==> src/rtl/bgen_pkg.sv <==
package bgen_pkg;

  localparam int DIV_W = 12;

  typedef enum logic [1:0] {
    SRC_REF   = 2'd0,
    SRC_PIN_A = 2'd1,
    SRC_PIN_B = 2'd2,
    SRC_RSVD  = 2'd3
  } src_e;

  typedef struct packed {
    logic             autobaud;
    logic             clear;
    logic             enable;
    src_e             src;
    logic             pre16;
    logic [DIV_W-1:0] divisor;
  } cfg_t;

  localparam int CFG_W = $bits(cfg_t);

endpackage

==> src/rtl/bgen_edge_sync.sv <==
module bgen_edge_sync #(
  parameter int   STAGES  = 2,
  parameter bit   FALLING = 1'b0,
  parameter logic RST_VAL = 1'b0
) (
  input  logic clk_i,
  input  logic rst_ni,
  input  logic pin_i,
  output logic edge_o
);

  localparam int QW = STAGES + 1;

  logic [QW-1:0] sync_q;
  logic [QW-1:0] sync_d;

  always_comb begin
    sync_d = {sync_q[QW-2:0], pin_i};
  end

  always_ff @(posedge clk_i or negedge rst_ni) begin
    if (!rst_ni) begin
      sync_q <= {QW{RST_VAL}};
    end else begin
      sync_q <= sync_d;
    end
  end

  generate
    if (FALLING) begin : g_fall
      assign edge_o = ~sync_q[STAGES-1] & sync_q[STAGES];
    end else begin : g_rise
      assign edge_o = sync_q[STAGES-1] & ~sync_q[STAGES];
    end
  endgenerate

endmodule

==> src/rtl/bgen_prescale.sv <==
module bgen_prescale #(
  parameter int PRE_W = 4
) (
  input  logic clk_i,
  input  logic rst_ni,
  input  logic clr_i,
  input  logic restart_i,
  input  logic run_i,
  input  logic src_tick_i,
  input  logic pre16_i,
  output logic tick_o
);

  logic [PRE_W-1:0] pcnt_q;
  logic [PRE_W-1:0] pcnt_d;
  logic             pcnt_en;
  logic             step;

  assign step = run_i & src_tick_i;

  always_comb begin
    pcnt_d  = pcnt_q;
    pcnt_en = 1'b0;
    if (clr_i || restart_i) begin
      pcnt_d  = '0;
      pcnt_en = 1'b1;
    end else if (step && pre16_i) begin
      pcnt_d  = pcnt_q + 1'b1;
      pcnt_en = 1'b1;
    end
  end

  always_ff @(posedge clk_i or negedge rst_ni) begin
    if (!rst_ni) begin
      pcnt_q <= '0;
    end else if (pcnt_en) begin
      pcnt_q <= pcnt_d;
    end
  end

  assign tick_o = step & ~clr_i & ~restart_i & (~pre16_i | (&pcnt_q));

endmodule

==> src/rtl/bgen_divider.sv <==
module bgen_divider #(
  parameter int DIV_W = 12
) (
  input  logic             clk_i,
  input  logic             rst_ni,
  input  logic             clr_i,
  input  logic             restart_i,
  input  logic             tick_i,
  input  logic [DIV_W-1:0] divisor_i,
  output logic             baud_o,
  output logic             pulse_o
);

  logic [DIV_W-1:0] cnt_q, cnt_d;
  logic             out_q, out_d;
  logic             pulse_q, pulse_d;
  logic             cnt_en;

  always_comb begin
    cnt_d   = cnt_q;
    out_d   = out_q;
    pulse_d = 1'b0;
    cnt_en  = 1'b0;
    if (clr_i) begin
      cnt_d  = '0;
      out_d  = 1'b0;
      cnt_en = 1'b1;
    end else if (restart_i) begin
      cnt_d  = '0;
      cnt_en = 1'b1;
    end else if (tick_i) begin
      cnt_en = 1'b1;
      if (cnt_q == '0) begin
        cnt_d   = divisor_i;
        out_d   = ~out_q;
        pulse_d = 1'b1;
      end else begin
        cnt_d = cnt_q - 1'b1;
      end
    end
  end

  always_ff @(posedge clk_i or negedge rst_ni) begin
    if (!rst_ni) begin
      cnt_q <= '0;
      out_q <= 1'b0;
    end else if (cnt_en) begin
      cnt_q <= cnt_d;
      out_q <= out_d;
    end
  end

  always_ff @(posedge clk_i or negedge rst_ni) begin
    if (!rst_ni) begin
      pulse_q <= 1'b0;
    end else begin
      pulse_q <= pulse_d;
    end
  end

  assign baud_o  = out_q;
  assign pulse_o = pulse_q;

endmodule

==> src/rtl/baud_clkgen.sv <==
module baud_clkgen
  import bgen_pkg::*;
#(
  parameter int SYNC_STAGES = 2,
  parameter int PRE_W       = 4
) (
  input  logic             clk_i,
  input  logic             rst_ni,
  input  logic             cfg_we_i,
  input  logic [CFG_W-1:0] cfg_wdata_i,
  input  logic             ref_tick_i,
  input  logic             pin_a_i,
  input  logic             pin_b_i,
  input  logic             rxd_i,
  output logic             baud_o,
  output logic             baud_tick_o
);

  localparam int N_PINS = 2;

  // Reset: asserted asynchronously, released on the clock.
  logic [1:0] rst_sync_q;
  logic       rst_n;

  always_ff @(posedge clk_i or negedge rst_ni) begin
    if (!rst_ni) begin
      rst_sync_q <= '0;
    end else begin
      rst_sync_q <= {rst_sync_q[0], 1'b1};
    end
  end

  assign rst_n = rst_sync_q[1];

  // Configuration register
  cfg_t cfg_q, cfg_d;

  always_comb begin
    cfg_d = cfg_t'(cfg_wdata_i);
  end

  always_ff @(posedge clk_i or negedge rst_n) begin
    if (!rst_n) begin
      cfg_q <= '0;
    end else if (cfg_we_i) begin
      cfg_q <= cfg_d;
    end
  end

  logic cfg_en, cfg_clr, cfg_ab;
  assign cfg_en  = cfg_q.enable;
  assign cfg_clr = cfg_q.clear;
  assign cfg_ab  = cfg_q.autobaud;

  // External clock pins: synchronize and detect rising edges
  logic [N_PINS-1:0] ext_pins;
  logic [N_PINS-1:0] pin_rise;

  assign ext_pins = {pin_b_i, pin_a_i};

  generate
    for (genvar g = 0; g < N_PINS; g++) begin : g_pin
      bgen_edge_sync #(
        .STAGES  (SYNC_STAGES),
        .FALLING (1'b0),
        .RST_VAL (1'b0)
      ) u_sync (
        .clk_i  (clk_i),
        .rst_ni (rst_n),
        .pin_i  (ext_pins[g]),
        .edge_o (pin_rise[g])
      );
    end
  endgenerate

  // Receive line: synchronize and detect falling edges (idles high)
  logic rxd_fall;

  bgen_edge_sync #(
    .STAGES  (SYNC_STAGES),
    .FALLING (1'b1),
    .RST_VAL (1'b1)
  ) u_rxd_sync (
    .clk_i  (clk_i),
    .rst_ni (rst_n),
    .pin_i  (rxd_i),
    .edge_o (rxd_fall)
  );

  // Source selection
  logic src_tick;

  always_comb begin
    case (cfg_q.src)
      SRC_PIN_A: src_tick = pin_rise[0];
      SRC_PIN_B: src_tick = pin_rise[1];
      default:   src_tick = ref_tick_i;
    endcase
  end

  // Autobaud arming
  logic ab_seen_q, ab_seen_d;
  logic restart;
  logic run;

  always_comb begin
    ab_seen_d = ab_seen_q;
    if (cfg_clr || !cfg_ab) begin
      ab_seen_d = 1'b0;
    end else if (rxd_fall) begin
      ab_seen_d = 1'b1;
    end
  end

  always_ff @(posedge clk_i or negedge rst_n) begin
    if (!rst_n) begin
      ab_seen_q <= 1'b0;
    end else begin
      ab_seen_q <= ab_seen_d;
    end
  end

  assign restart = cfg_ab & ~ab_seen_q & rxd_fall & ~cfg_clr;
  assign run     = cfg_en & ~cfg_clr & (~cfg_ab | ab_seen_q);

  // Prescaler and divider
  logic pre_tick;

  bgen_prescale #(
    .PRE_W (PRE_W)
  ) u_pre (
    .clk_i      (clk_i),
    .rst_ni     (rst_n),
    .clr_i      (cfg_clr),
    .restart_i  (restart),
    .run_i      (run),
    .src_tick_i (src_tick),
    .pre16_i    (cfg_q.pre16),
    .tick_o     (pre_tick)
  );

  bgen_divider #(
    .DIV_W (DIV_W)
  ) u_div (
    .clk_i     (clk_i),
    .rst_ni    (rst_n),
    .clr_i     (cfg_clr),
    .restart_i (restart),
    .tick_i    (pre_tick),
    .divisor_i (cfg_q.divisor),
    .baud_o    (baud_o),
    .pulse_o   (baud_tick_o)
  );

endmodule

==> config.mk <==
export PLATFORM = sky130hd
export DESIGN_NAME = baud_clkgen
export DESIGN_NICKNAME = d
export VERILOG_FILES = /design/src/rtl/bgen_pkg.sv /design/src/rtl/bgen_edge_sync.sv /design/src/rtl/bgen_prescale.sv /design/src/rtl/bgen_divider.sv /design/src/rtl/baud_clkgen.sv
export SDC_FILE = /design/constraint.sdc
export NUM_CORES = 1
export LEC_CHECK = 0
export BUFFER_PORTS_ARGS = -buffer_cell sky130_fd_sc_hd__buf_2
export CAP_MARGIN = 0
export CORE_UTILIZATION = 55
export CTS_BUF_LIST = sky130_fd_sc_hd__clkbuf_16
export CTS_CLUSTER_DIAMETER = 80
export CTS_CLUSTER_SIZE = 14
export DETAILED_ROUTE_END_ITERATION = 12
export GPL_TIMING_DRIVEN = 0
export HOLD_SLACK_MARGIN = 0.15
export PLACE_DENSITY = 0.76
export SETUP_SLACK_MARGIN = 0.4
export SLEW_MARGIN = 20
export SYNTH_ARGS = -nofsm -noshare
export SYNTH_HDL_FRONTEND = slang
export SYNTH_HIERARCHICAL = 1
export SYNTH_SLANG_ARGS = --single-unit
==> constraint.sdc <==
create_clock -name clk_i -period 4.12 [get_ports clk_i]
set_input_delay 0.618 -clock clk_i [delete_from_list [all_inputs] [get_ports clk_i]]
set_output_delay 0.618 -clock clk_i [all_outputs]
set_load 0.01 [all_outputs]
==> results.py <==
metrics = {
    "yosys": {
        "netlist-cell-type-count": 49,
        "synthFlopType": "dfrtp_1",
        "synth_top_family_by_area": "simple AND/OR/NAND/NOR gates",
        "synth_edf_count": 0,
        "synth_mux_area_frac": 0.134,
        "synth-simple-area-share": 0.163,
        "synth_xor_area_frac": 0.00759,
        "avgSynthCellArea_um2": 12.2,
        "synth_area_leaders": "dfrtp_1, mux2_4, dfstp_2",
        "synth_seq_cells": 48,
        "synth_top_cell_by_area": "dfrtp_1",
        "yosys_warnings": 6,
        "synthArstFlopShare": 1.00,
        "synth_top_area_frac": 0.488,
        "netlist_area_um2": 2310,
        "synth-compound-area-share": 0.113,
        "synthTopCellsByCount": "dfrtp_1, mux2_4, o21ai_0, nand2_1, nor2_1",
        "syn_inst": 189,
        "yosys.area_share.adder": 0.0271,
        "yosys.cell_count.top_type": "dfrtp_1",
        "yosysSeqAreaShare": 0.522,
        "syn-num-nets": 219,
    },
    "worst_setup_path": {
        "crit_type": "flip-flop to flip-flop",
        "start_kind": "flip-flop",
        "critPathCaptureType": "flip-flop",
        "arrival_ns": 3.03,
        "crit_path_start": "u_rxd_sync/sync_q[2]",
        "cp.required_ns": 4.27,
        "worst_r2r_startpoint": "u_rxd_sync/sync_q[2]",
        "path_max_fanout": 10,
    },
    "sta": {
        "hold_viol_final": 0,
        "finalCritPeriodShare": 0.699,
        "drv_slew": 0,
        "timing.fmax_mhz": 347,
        "fin_tns_setup_ns": 0,
        "max_slew_margin": 0.302,
        "rsz0062_at_grt": "false",
        "skew_ns": 0.00502,
        "fin_crit_ns": 2.88,
        "worst_slew_pin_slew_ns": 1.03,
        "timing.final.ws_setup_ns": 1.24,
        "setup_viol": 0,
    },
    "routing": {
        "first_pass_iters": 4,
        "dr_wl_met2_um": 2280,
        "wl_per_cell_um": 16.7,
        "routed-wl-met3_um": 211,
        "highest_layer": "met4",
        "antenna_left": 0,
        "drtIter0Drc": 124,
        "vias": 1599,
        "drt-total-wl_um": 4570,
        "route.detailed.drc": 0,
        "vias_per_cell": 5.84,
        "drt-met1-wl_um": 2000,
    },
    "pwr": {
        "p_comb_frac": 0.115,
        "pwr-share-seq": 0.505,
        "power_leakage_nw": 1.24,
        "p_per_area_nw_per_um2": 388,
        "irDropWorstVdd_v": 0.000257,
        "p_sw_uw": 251,
        "power.internal_uw": 783,
        "swShare": 0.243,
        "clkPwrFrac": 0.380,
    },
    "clock_tree": {
        "numCtsBuffers": 5,
        "htreeDepth": 2,
        "cts_setup_buffers": 0,
        "cts_sinks": 48,
        "insertion_delay_ns": 0.29,
        "clockBufferDepth": 2,
        "cts_tree": "yes",
        "clkTransAtPathRegs_ns": 0.06,
        "root_buffer": "clkbuf_16",
    },
    "finish": {
        "final_nets": 253,
        "n_fill_cell": 299,
        "drive_above_1_share": 0.290,
        "n_antenna_cell": 0,
        "area_delta_synth_final_pct": 15.6,
    },
    "run_status": {
        "status": "finished clean",
    },
    "placed_design": {
        "io_buffers": 25,
        "place_ws_ns": 1.28,
        "dp_hpwl_um": 3260,
        "gp_congestion": 0.883,
    },
    "global_route": {
        "grt_first_pass_wirelength_um": 7900,
        "grtUsageTotal": 0.245,
        "gr-total-overflow": 0,
        "antenna_found_initial": 0,
        "grt_pass1_vias": 1718,
        "grt_max_degree": 29,
    },
    "die": {
        "initial_core_util": 0.577,
        "die_area_um2": 4460,
        "die_y_um": 66.8,
        "core_area_um2": 4000,
        "num_rows": 23,
        "die_x_um": 66.8,
        "io_pins": 27,
    },
    "worst_hold_path": {
        "hold_class": "flip-flop to async pin",
    },
    "flow_run": {
        "max-cap-violations": 0,
    },
}
==> power groups by stage <==
| stage | clock network [mW] | logic, mW | registers (mW) |
|---|---|---|---|
| after floorplan | 0 | 0.0835 | 0.526 |
| after global placement | 0 | 0.105 | 0.533 |
| after detailed placement | 0 | 0.118 | 0.531 |
| after CTS | 0.400 | 0.120 | 0.523 |
| after global routing | 0.421 | 0.132 | 0.526 |
| final | 0.393 | 0.119 | 0.522 |
==> kinds of logic (layout without fill, tap and decap cells) <==
| logic type | after synthesis | count (layout) |
|---|---|---|
| muxes | 23 | 23 |
| buffers and inverters | 13 | 48 |
| and+or+nand+nor | 58 | 58 |
| xor gates and xnor gates | 2 | 2 |
| other | 1 | 1 |
| adders and majority gates | 5 | 5 |
| AOI/OAI and AO/OA | 39 | 39 |
| DFF | 48 | 48 |
==> layout by cell type (no fill, tap or decap), types with 3 or more instances in the layout <==
cell / netlist / final
ha_1: 5 / 5
nor3_1: 4 / 4
o21ai_0: 14 / 14
a31oi_1: 3 / 3
dfrtp_1: 45 / 44
buf_2: 1 / 26
nand3_1: 8 / 8
nand2_1: 9 / 9
inv_1: 6 / 7
mux2_4: 16 / 16
nor2b_4: 3 / 3
or3_1: 3 / 3
dfstp_2: 3 / 3
a21oi_1: 4 / 4
buf_6: 3 / 3
nor2_1: 9 / 9
clkbuf_16: 0 / 5
nor2b_1: 3 / 3
nor4_1: 3 / 3
clkbuf_1: 3 / 3
mux2i_1: 7 / 7
==> layer usage <==
layer,GRT usage,up-vias
li1,-,764
met1,0.286,782
met2,0.412,45
met3,0.0719,8
met4,0.112,0
met5,0,-
==> through the flow <==
stage,total power [mW],hold slack (ns),area [µm²],cells,utilization
final,1.03,0.211,2670,274,0.667
after global routing,1.08,0.261,2670,274,0.667
after CTS,1.04,0.230,2670,274,0.667
after detailed placement,0.649,0.226,2520,265,0.629
after global placement,0.638,0.336,2490,264,0.624
after floorplan,0.610,0.322,2310,189,-
==> state kept, by name, summed over array words and instances (netlist names) <==
register             flops
cfg_ab                   1
rst_sync_q               2
cfg_q                   15
u_rxd_sync/sync_q        3
u_div/baud_o             1
g_pin.u_sync/sync_q      6
cfg_en                   1
u_div/cnt_q             12
cfg_clr                  1
u_pre/pcnt_q             4
u_div/pulse_o            1
ab_seen_q                1
==> critical path: stages (launching register included) <==
cell and delay (ns):
dfstp_2 0.52, nor2b_4 0.13, nor4bb_1 0.88, or2_2 0.31, a211oi_1 0.06, clkbuf_1 0.22, clkbuf_1 0.27, nand2_1 0.23
o21ai_0 0.13
==> repair_timing <==
item | CTS | global route
hold buffers | 1 | 0
endpoints found under the setup margin | 0 | 0
resized for setup | 0 | 0
endpoints found under the hold margin | 2 | 0
==> worst paths after layout <==
check                      slack (ns)  cells after the start                   endpoint
setup / recovery                 1.24                      8             u_div/cnt_q[6]
hold / removal                   0.21                      0                     cfg_en
setup reg to reg                 1.24                      8             u_div/cnt_q[6]
hold reg to reg                  0.21                      0                     cfg_en
max in group asynchronous        3.35                      1       u_rxd_sync/sync_q[0]
min in group clk_i               0.35                      0  g_pin[0].u_sync/sync_q[1]
==> cell type report <==
class                      count  area, µm²  area share
multi-input combinational    128       1030       0.386
sequential                    48       1210       0.452
inverter                       6       22.5     0.00844
timing repair buffer          27        155      0.0582
tap                           50       62.6      0.0235
clock inverter                 3       16.3     0.00610
buffer                         7       50.0      0.0188
clock buffer                   5        125      0.0469
(Power assumes the default switching activity.)
